### config.mk
export PLATFORM = sky130hd
export DESIGN_NAME = page_walker
export DESIGN_NICKNAME = d
export VERILOG_FILES = /design/src/rtl/page_walker_pkg.sv /design/src/rtl/pw_addr_gen.sv /design/src/rtl/pw_perm_check.sv /design/src/rtl/page_walker.sv
export SDC_FILE = /design/constraint.sdc
export NUM_CORES = 1
export LEC_CHECK = 0
export ABC_CLOCK_PERIOD_IN_PS = 4830
export CAP_MARGIN = 20
export CELL_PAD_IN_SITES_DETAIL_PLACEMENT = 1
export CELL_PAD_IN_SITES_GLOBAL_PLACEMENT = 1
export CORE_ASPECT_RATIO = 0.9
export CORE_MARGIN = 2
export CORE_UTILIZATION = 35
export DETAILED_ROUTE_END_ITERATION = 8
export PLACE_DENSITY = 0.83
export SLEW_MARGIN = 40
export SYNTH_ARGS = -nofsm -noshare
export SYNTH_HDL_FRONTEND = slang
export SYNTH_HIERARCHICAL = 1
export SYNTH_SLANG_ARGS = --single-unit
### constraint.sdc
create_clock -name clk -period 4.83 [get_ports clk]
set_input_delay 0.7245 -clock clk [delete_from_list [all_inputs] [get_ports clk]]
set_output_delay 0.7245 -clock clk [all_outputs]
set_load 0.02 [all_outputs]
### src/rtl/page_walker_pkg.sv
package page_walker_pkg;
  typedef enum logic [2:0] {
    ST_IDLE, ST_READ_PDE, ST_UPDATE_PDE, ST_READ_PTE, ST_UPDATE_PTE, ST_DONE, ST_FAULT
  } walk_state_t;

  localparam int BIT_P  = 0;
  localparam int BIT_RW = 1;
  localparam int BIT_US = 2;
  localparam int BIT_A  = 5;
  localparam int BIT_D  = 6;

  localparam logic KIND_ABSENT = 1'b0;
  localparam logic KIND_PROT   = 1'b1;
endpackage

### src/rtl/pw_addr_gen.sv
module pw_addr_gen #(
  parameter int AW    = 32,
  parameter int IDX_W = 10,
  parameter int OFF_W = 12
) (
  input  logic [AW-1:0] base,
  input  logic [AW-1:0] laddr,
  input  logic [AW-1:0] pde,
  input  logic [AW-1:0] pte,
  output logic [AW-1:0] pde_addr,
  output logic [AW-1:0] pte_addr,
  output logic [AW-1:0] phys
);
  localparam logic [AW-1:0] FRAME_MASK = ~((AW'(1) << OFF_W) - AW'(1));
  localparam logic [AW-1:0] IDX_MASK   = (AW'(1) << IDX_W) - AW'(1);

  function automatic logic [AW-1:0] slot_addr(input logic [AW-1:0] tbl, input logic [AW-1:0] idx);
    return (tbl & FRAME_MASK) + (idx << 2);
  endfunction

  function automatic logic [AW-1:0] join_frame(input logic [AW-1:0] entry, input logic [AW-1:0] la);
    return (entry & FRAME_MASK) | (la & ~FRAME_MASK);
  endfunction

  assign pde_addr = slot_addr(base, laddr >> (OFF_W + IDX_W));
  assign pte_addr = slot_addr(pde, (laddr >> OFF_W) & IDX_MASK);
  assign phys     = join_frame(pte, laddr);
endmodule

### src/rtl/pw_perm_check.sv
module pw_perm_check (
  input  logic [2:0] flags,
  input  logic       user,
  input  logic       write,
  output logic       present,
  output logic       allowed
);
  import page_walker_pkg::*;
  assign present = flags[BIT_P];
  assign allowed = !(user && !flags[BIT_US]) && !(user && write && !flags[BIT_RW]);
endmodule

### src/rtl/page_walker.sv
module page_walker #(
  parameter int AW    = 32,
  parameter int IDX_W = 10,
  parameter int OFF_W = 12
) (
  input  logic          clk,
  input  logic          rst_n,
  input  logic [AW-1:0] dir_base,
  input  logic          req_valid,
  input  logic [AW-1:0] req_laddr,
  input  logic          req_write,
  input  logic          req_user,
  output logic          busy,
  output logic          done,
  output logic          fault,
  output logic          fault_kind,
  output logic [AW-1:0] paddr,
  output logic [AW-1:0] fault_addr,
  output logic          mem_req,
  output logic          mem_we,
  output logic [AW-1:0] mem_addr,
  output logic [AW-1:0] mem_wdata,
  input  logic [AW-1:0] mem_rdata,
  input  logic          mem_ack
);
  import page_walker_pkg::*;

  localparam logic [AW-1:0] A_MASK = AW'(1) << BIT_A;
  localparam logic [AW-1:0] D_MASK = AW'(1) << BIT_D;

  walk_state_t   state;
  logic [AW-1:0] laddr_q, pde_q, pte_q;
  logic          wr_q, usr_q;
  logic [AW-1:0] pde_addr, pte_addr, phys;
  logic          ent_present, ent_allowed;
  logic [AW-1:0] pte_next;

  // named events for the checker
  logic walk_accept, pde_rd_evt, pte_rd_evt, pde_wr_evt, pte_wr_evt;
  assign walk_accept = (state == ST_IDLE) && req_valid;
  assign pde_rd_evt  = (state == ST_READ_PDE) && mem_ack;
  assign pte_rd_evt  = (state == ST_READ_PTE) && mem_ack;
  assign pde_wr_evt  = (state == ST_UPDATE_PDE) && mem_ack;
  assign pte_wr_evt  = (state == ST_UPDATE_PTE) && mem_ack;

  pw_addr_gen #(.AW(AW), .IDX_W(IDX_W), .OFF_W(OFF_W)) u_addr (
    .base(dir_base), .laddr(laddr_q), .pde(pde_q), .pte(pte_q),
    .pde_addr(pde_addr), .pte_addr(pte_addr), .phys(phys)
  );

  pw_perm_check u_perm (
    .flags(mem_rdata[2:0]), .user(usr_q), .write(wr_q),
    .present(ent_present), .allowed(ent_allowed)
  );

  assign pte_next = mem_rdata | A_MASK | (wr_q ? D_MASK : '0);

  always_ff @(posedge clk) begin
    if (!rst_n) begin
      state      <= ST_IDLE;
      laddr_q    <= '0;
      pde_q      <= '0;
      pte_q      <= '0;
      wr_q       <= 1'b0;
      usr_q      <= 1'b0;
      fault_addr <= '0;
      fault_kind <= KIND_ABSENT;
    end else begin
      case (state)
        ST_IDLE: if (req_valid) begin
          laddr_q <= req_laddr;
          wr_q    <= req_write;
          usr_q   <= req_user;
          state   <= ST_READ_PDE;
        end
        ST_READ_PDE: if (mem_ack) begin
          pde_q <= mem_rdata | A_MASK;
          if (!ent_present) begin
            fault_kind <= KIND_ABSENT;
            fault_addr <= laddr_q;
            state      <= ST_FAULT;
          end else if (!ent_allowed) begin
            fault_kind <= KIND_PROT;
            fault_addr <= laddr_q;
            state      <= ST_FAULT;
          end else if (!mem_rdata[BIT_A]) begin
            state <= ST_UPDATE_PDE;
          end else begin
            state <= ST_READ_PTE;
          end
        end
        ST_UPDATE_PDE: if (mem_ack) state <= ST_READ_PTE;
        ST_READ_PTE: if (mem_ack) begin
          pte_q <= pte_next;
          if (!ent_present) begin
            fault_kind <= KIND_ABSENT;
            fault_addr <= laddr_q;
            state      <= ST_FAULT;
          end else if (!ent_allowed) begin
            fault_kind <= KIND_PROT;
            fault_addr <= laddr_q;
            state      <= ST_FAULT;
          end else if (pte_next != mem_rdata) begin
            state <= ST_UPDATE_PTE;
          end else begin
            state <= ST_DONE;
          end
        end
        ST_UPDATE_PTE: if (mem_ack) state <= ST_DONE;
        ST_DONE:  state <= ST_IDLE;
        ST_FAULT: state <= ST_IDLE;
        default:  state <= ST_IDLE;
      endcase
    end
  end

  always_comb begin
    mem_req   = 1'b0;
    mem_we    = 1'b0;
    mem_addr  = pte_addr;
    mem_wdata = pte_q;
    case (state)
      ST_READ_PDE:   begin mem_req = 1'b1; mem_addr = pde_addr; end
      ST_UPDATE_PDE: begin mem_req = 1'b1; mem_we = 1'b1; mem_addr = pde_addr; mem_wdata = pde_q; end
      ST_READ_PTE:   mem_req = 1'b1;
      ST_UPDATE_PTE: begin mem_req = 1'b1; mem_we = 1'b1; end
      default: ;
    endcase
  end

  assign busy  = (state != ST_IDLE);
  assign done  = (state == ST_DONE);
  assign fault = (state == ST_FAULT);
  assign paddr = phys;
endmodule

==> results.yml <==
synthesis:
  avgSynthCellArea_um2: 8.23
  ys.warnings.count: 6
  synth_compound_area_share_pct: 13.8
  synth.distinct_cells: 40
  synth_xor_area_share_pct: 0.404
  yosys_register_bits: 134
  yosysSeqAreaShare_pct: 41.2
  synth_top_family_by_area: "simple AND/OR/NAND/NOR gates"
  synthSimpleGateAreaFrac_pct: 17.1
  ys.flop_type: "dfxtp_1"
  syn_area_mm2: 0.00651
  synth_edf_count: 0
  synthAdderAreaFrac_pct: 0
  syn_inst: 791
  muxShareOfSynthArea_pct: 11.1
  synthArstFlopShare_pct: 0
timing:
  max_slew.worst_pin.slew_ps: 808
  layout_setup_ws_ps: 832
  timing.setup.tns_ps: 0
  fmax_ghz: 0.250
  final-max-slew-violation-count: 0
  finalSetupViolations: 0
  finalCritPeriodShare_pct: 82.8
  hold_viol: 0
  slew_headroom_pct: 46.0
  rsz0062_at_grt: "false"
  skew_ps: 8.73
  min_period_ps: 4000
setup_path:
  cpPeakStageDelay_ps: 750
  crit_chain: "xnor2_1, nor2_4, buf_4, mux2_2, clkdlybuf4s50_1"
  required_ps: 4110
  crit_fanout: 23
  cp_slowest_cell: "dfxtp_1"
  cp.arrival_ps: 3270
  worst_setup_path_end_kind: "output pin"
  criticalPathCategory: "reg2out"
  worst_setup_path_start_kind: "flip-flop"
outcome:
  status: "finished clean"
cts:
  worstSkewPairLatency_ps: 430
  clk_pin_slew_ps: 60
  cts_root_buf: "clkbuf_16"
  cts_setup_buffers: 0
  ctsHoldBuffers: 0
  cts.path.max_buffers: 2
  cts_tree: "yes"
  h-tree-depth: 4
  cts_buffers: 17
  cts_resized: 0
  clock_sinks: 134
global_route:
  grt_pass1_vias: 5831
  grt_usage_pct: 20.3
  grt_max_degree: 89
  antenna_found_initial: 0
  grt_pass1_wl_um: 31500
  overflow: 0
die:
  fp.dieArea_mm2: 0.0197
  core_mm2: 0.0183
  io_pins: 236
  die-width_um: 148
  chipHeight_um: 133
  initial_core_util_pct: 35.6
  std_cell_rows: 47
cells_and_area:
  nNetsFinal: 989
  finalInstanceArea_mm2: 0.00869
  n_antenna_cell: 0
  final_common_cell: "clkdlybuf4s50_1"
  final_util_pct: 47.5
  final_layout_size_suffix_gt1_share_pct: 12.6
  layout_common_cells: "clkdlybuf4s50_1 (221), nand2_1 (194), dfxtp_1 (134)"
  syn2layout_area_growth_pct: 33.6
route:
  first_iter_violations: 248
  drc: 0
  drt-total-wl_um: 19900
  drtAntennaViolNets: 0
  dr.pass1.iters: 6
  avgViaCountPerCell: 4.92
  vias: 5631
  wire_per_inst_um: 17.4
power_and_ir_drop:
  clkPwrFrac_pct: 42.3
  switching_power_w: 0.000904
  power.density_mw_per_mm2: 365
  sw_frac_of_total_pct: 28.5
  p_comb_share_pct: 20.0
  power_frac_seq_pct: 37.7
  total_power_w: 0.00318
  peakVddDrop_mv: 0.246
  power.internal_w: 0.00227
  p_leak_nw: 3.03
placed_design:
  dp_hpwl_um: 13200
  place_area_mm2: 0.00809
  gp_congestion: 0.738
  preCtsSetupSlack_ps: 1250
  port_buffers: 221
hold_path:
  hp-class: "reg2reg"
job:
  cap_viol_max_count: 0
==> logic make-up after synthesis <==
group | after synthesis
AND/OR/NAND/NOR | 256
AO/OA/AOI/OAI | 171
flip-flops | 134
buffers and inverters | 162
multiplexers | 64
other | 1
XOR/XNOR | 3
==> routing by layer <==
metal / vias up / share of wire [%] / track usage [%]
met5: - / 0 / 0
li1: 2731 / - / -
met3: 26 / 7.4 / 7.29
met1: 2705 / 42 / 23.7
met4: 0 / 1.9 / 6.73
met2: 169 / 49 / 34.7
==> registers in the layout (all words and copies together), names as in the netlist <==
signal      flops
pde_q          32
pte_q          32
laddr_q        32
fault_kind      1
usr_q           1
fault_addr     32
wr_q            1
state           3
==> Yosys cell counts (all sizes together) (2+ instances only) <==
library cell  count  area [um2]
a21boi            7        52.6
a21oi           125         626
buf             128         942
clkbuf           31         116
dfxtp           134        2680
inv               3        11.3
mux2             64         721
nand2           194         728
nand3            33         165
nand3b            2        15.0
nor2              9        36.3
nor3              2        10.0
nor3b             3        27.5
nor4              2        12.5
o21ai            34         170
xnor2             3        26.3
==> final timing paths <==
path / from / endpoint / slack [ps] / cells after the start
min reg2reg: pde_q[6] / pde_q[6] / 450 / 2
max reg2reg: state[2] / pde_q[20] / 2910 / 3
max: state[1] / mem_addr[17] / 830 / 5
min: pde_q[6] / pde_q[6] / 450 / 2
==> per-stage QoR <==
step                hold slack, ps  cells
floorplan                      433    794
global placement               438   1113
detailed placement             447   1113
CTS                            455   1145
global route                   477   1145
finish                         452   1145
==> layout make-up <==
| type | instances | area, um2 |
|---|---|---|
| repair buffers | 233 | 2300 |
| fillers | 2126 | 9590 |
| well taps | 245 | 307 |
| clock inverters | 13 | 173 |
| clock buffers | 19 | 433 |
| flip-flops and latches | 134 | 2680 |
| inverters | 3 | 16.3 |
| multi-input cells | 498 | 2780 |
==> critical path, delay by kind of cell (launching register included) <==
family	cells	cell delay [ps]
mux	1	360
xor+xnor	1	200
simple gates	1	650
flops	1	750
buf+inv	2	880
==> power by group through the flow <==
| stage | Combinational, W | Clock (W) | Sequential (W) |
|---|---|---|---|
| final | 0.000634 | 0.00134 | 0.00120 |
| after CTS | 0.000641 | 0.00137 | 0.00120 |
| after global routing | 0.000679 | 0.00143 | 0.00121 |
| after global placement | 0.000626 | 0 | 0.00122 |
| after floorplan | 0.000435 | 0 | 0.00121 |
| after detailed placement | 0.000635 | 0 | 0.00122 |
(Power assumes the default switching activity.)
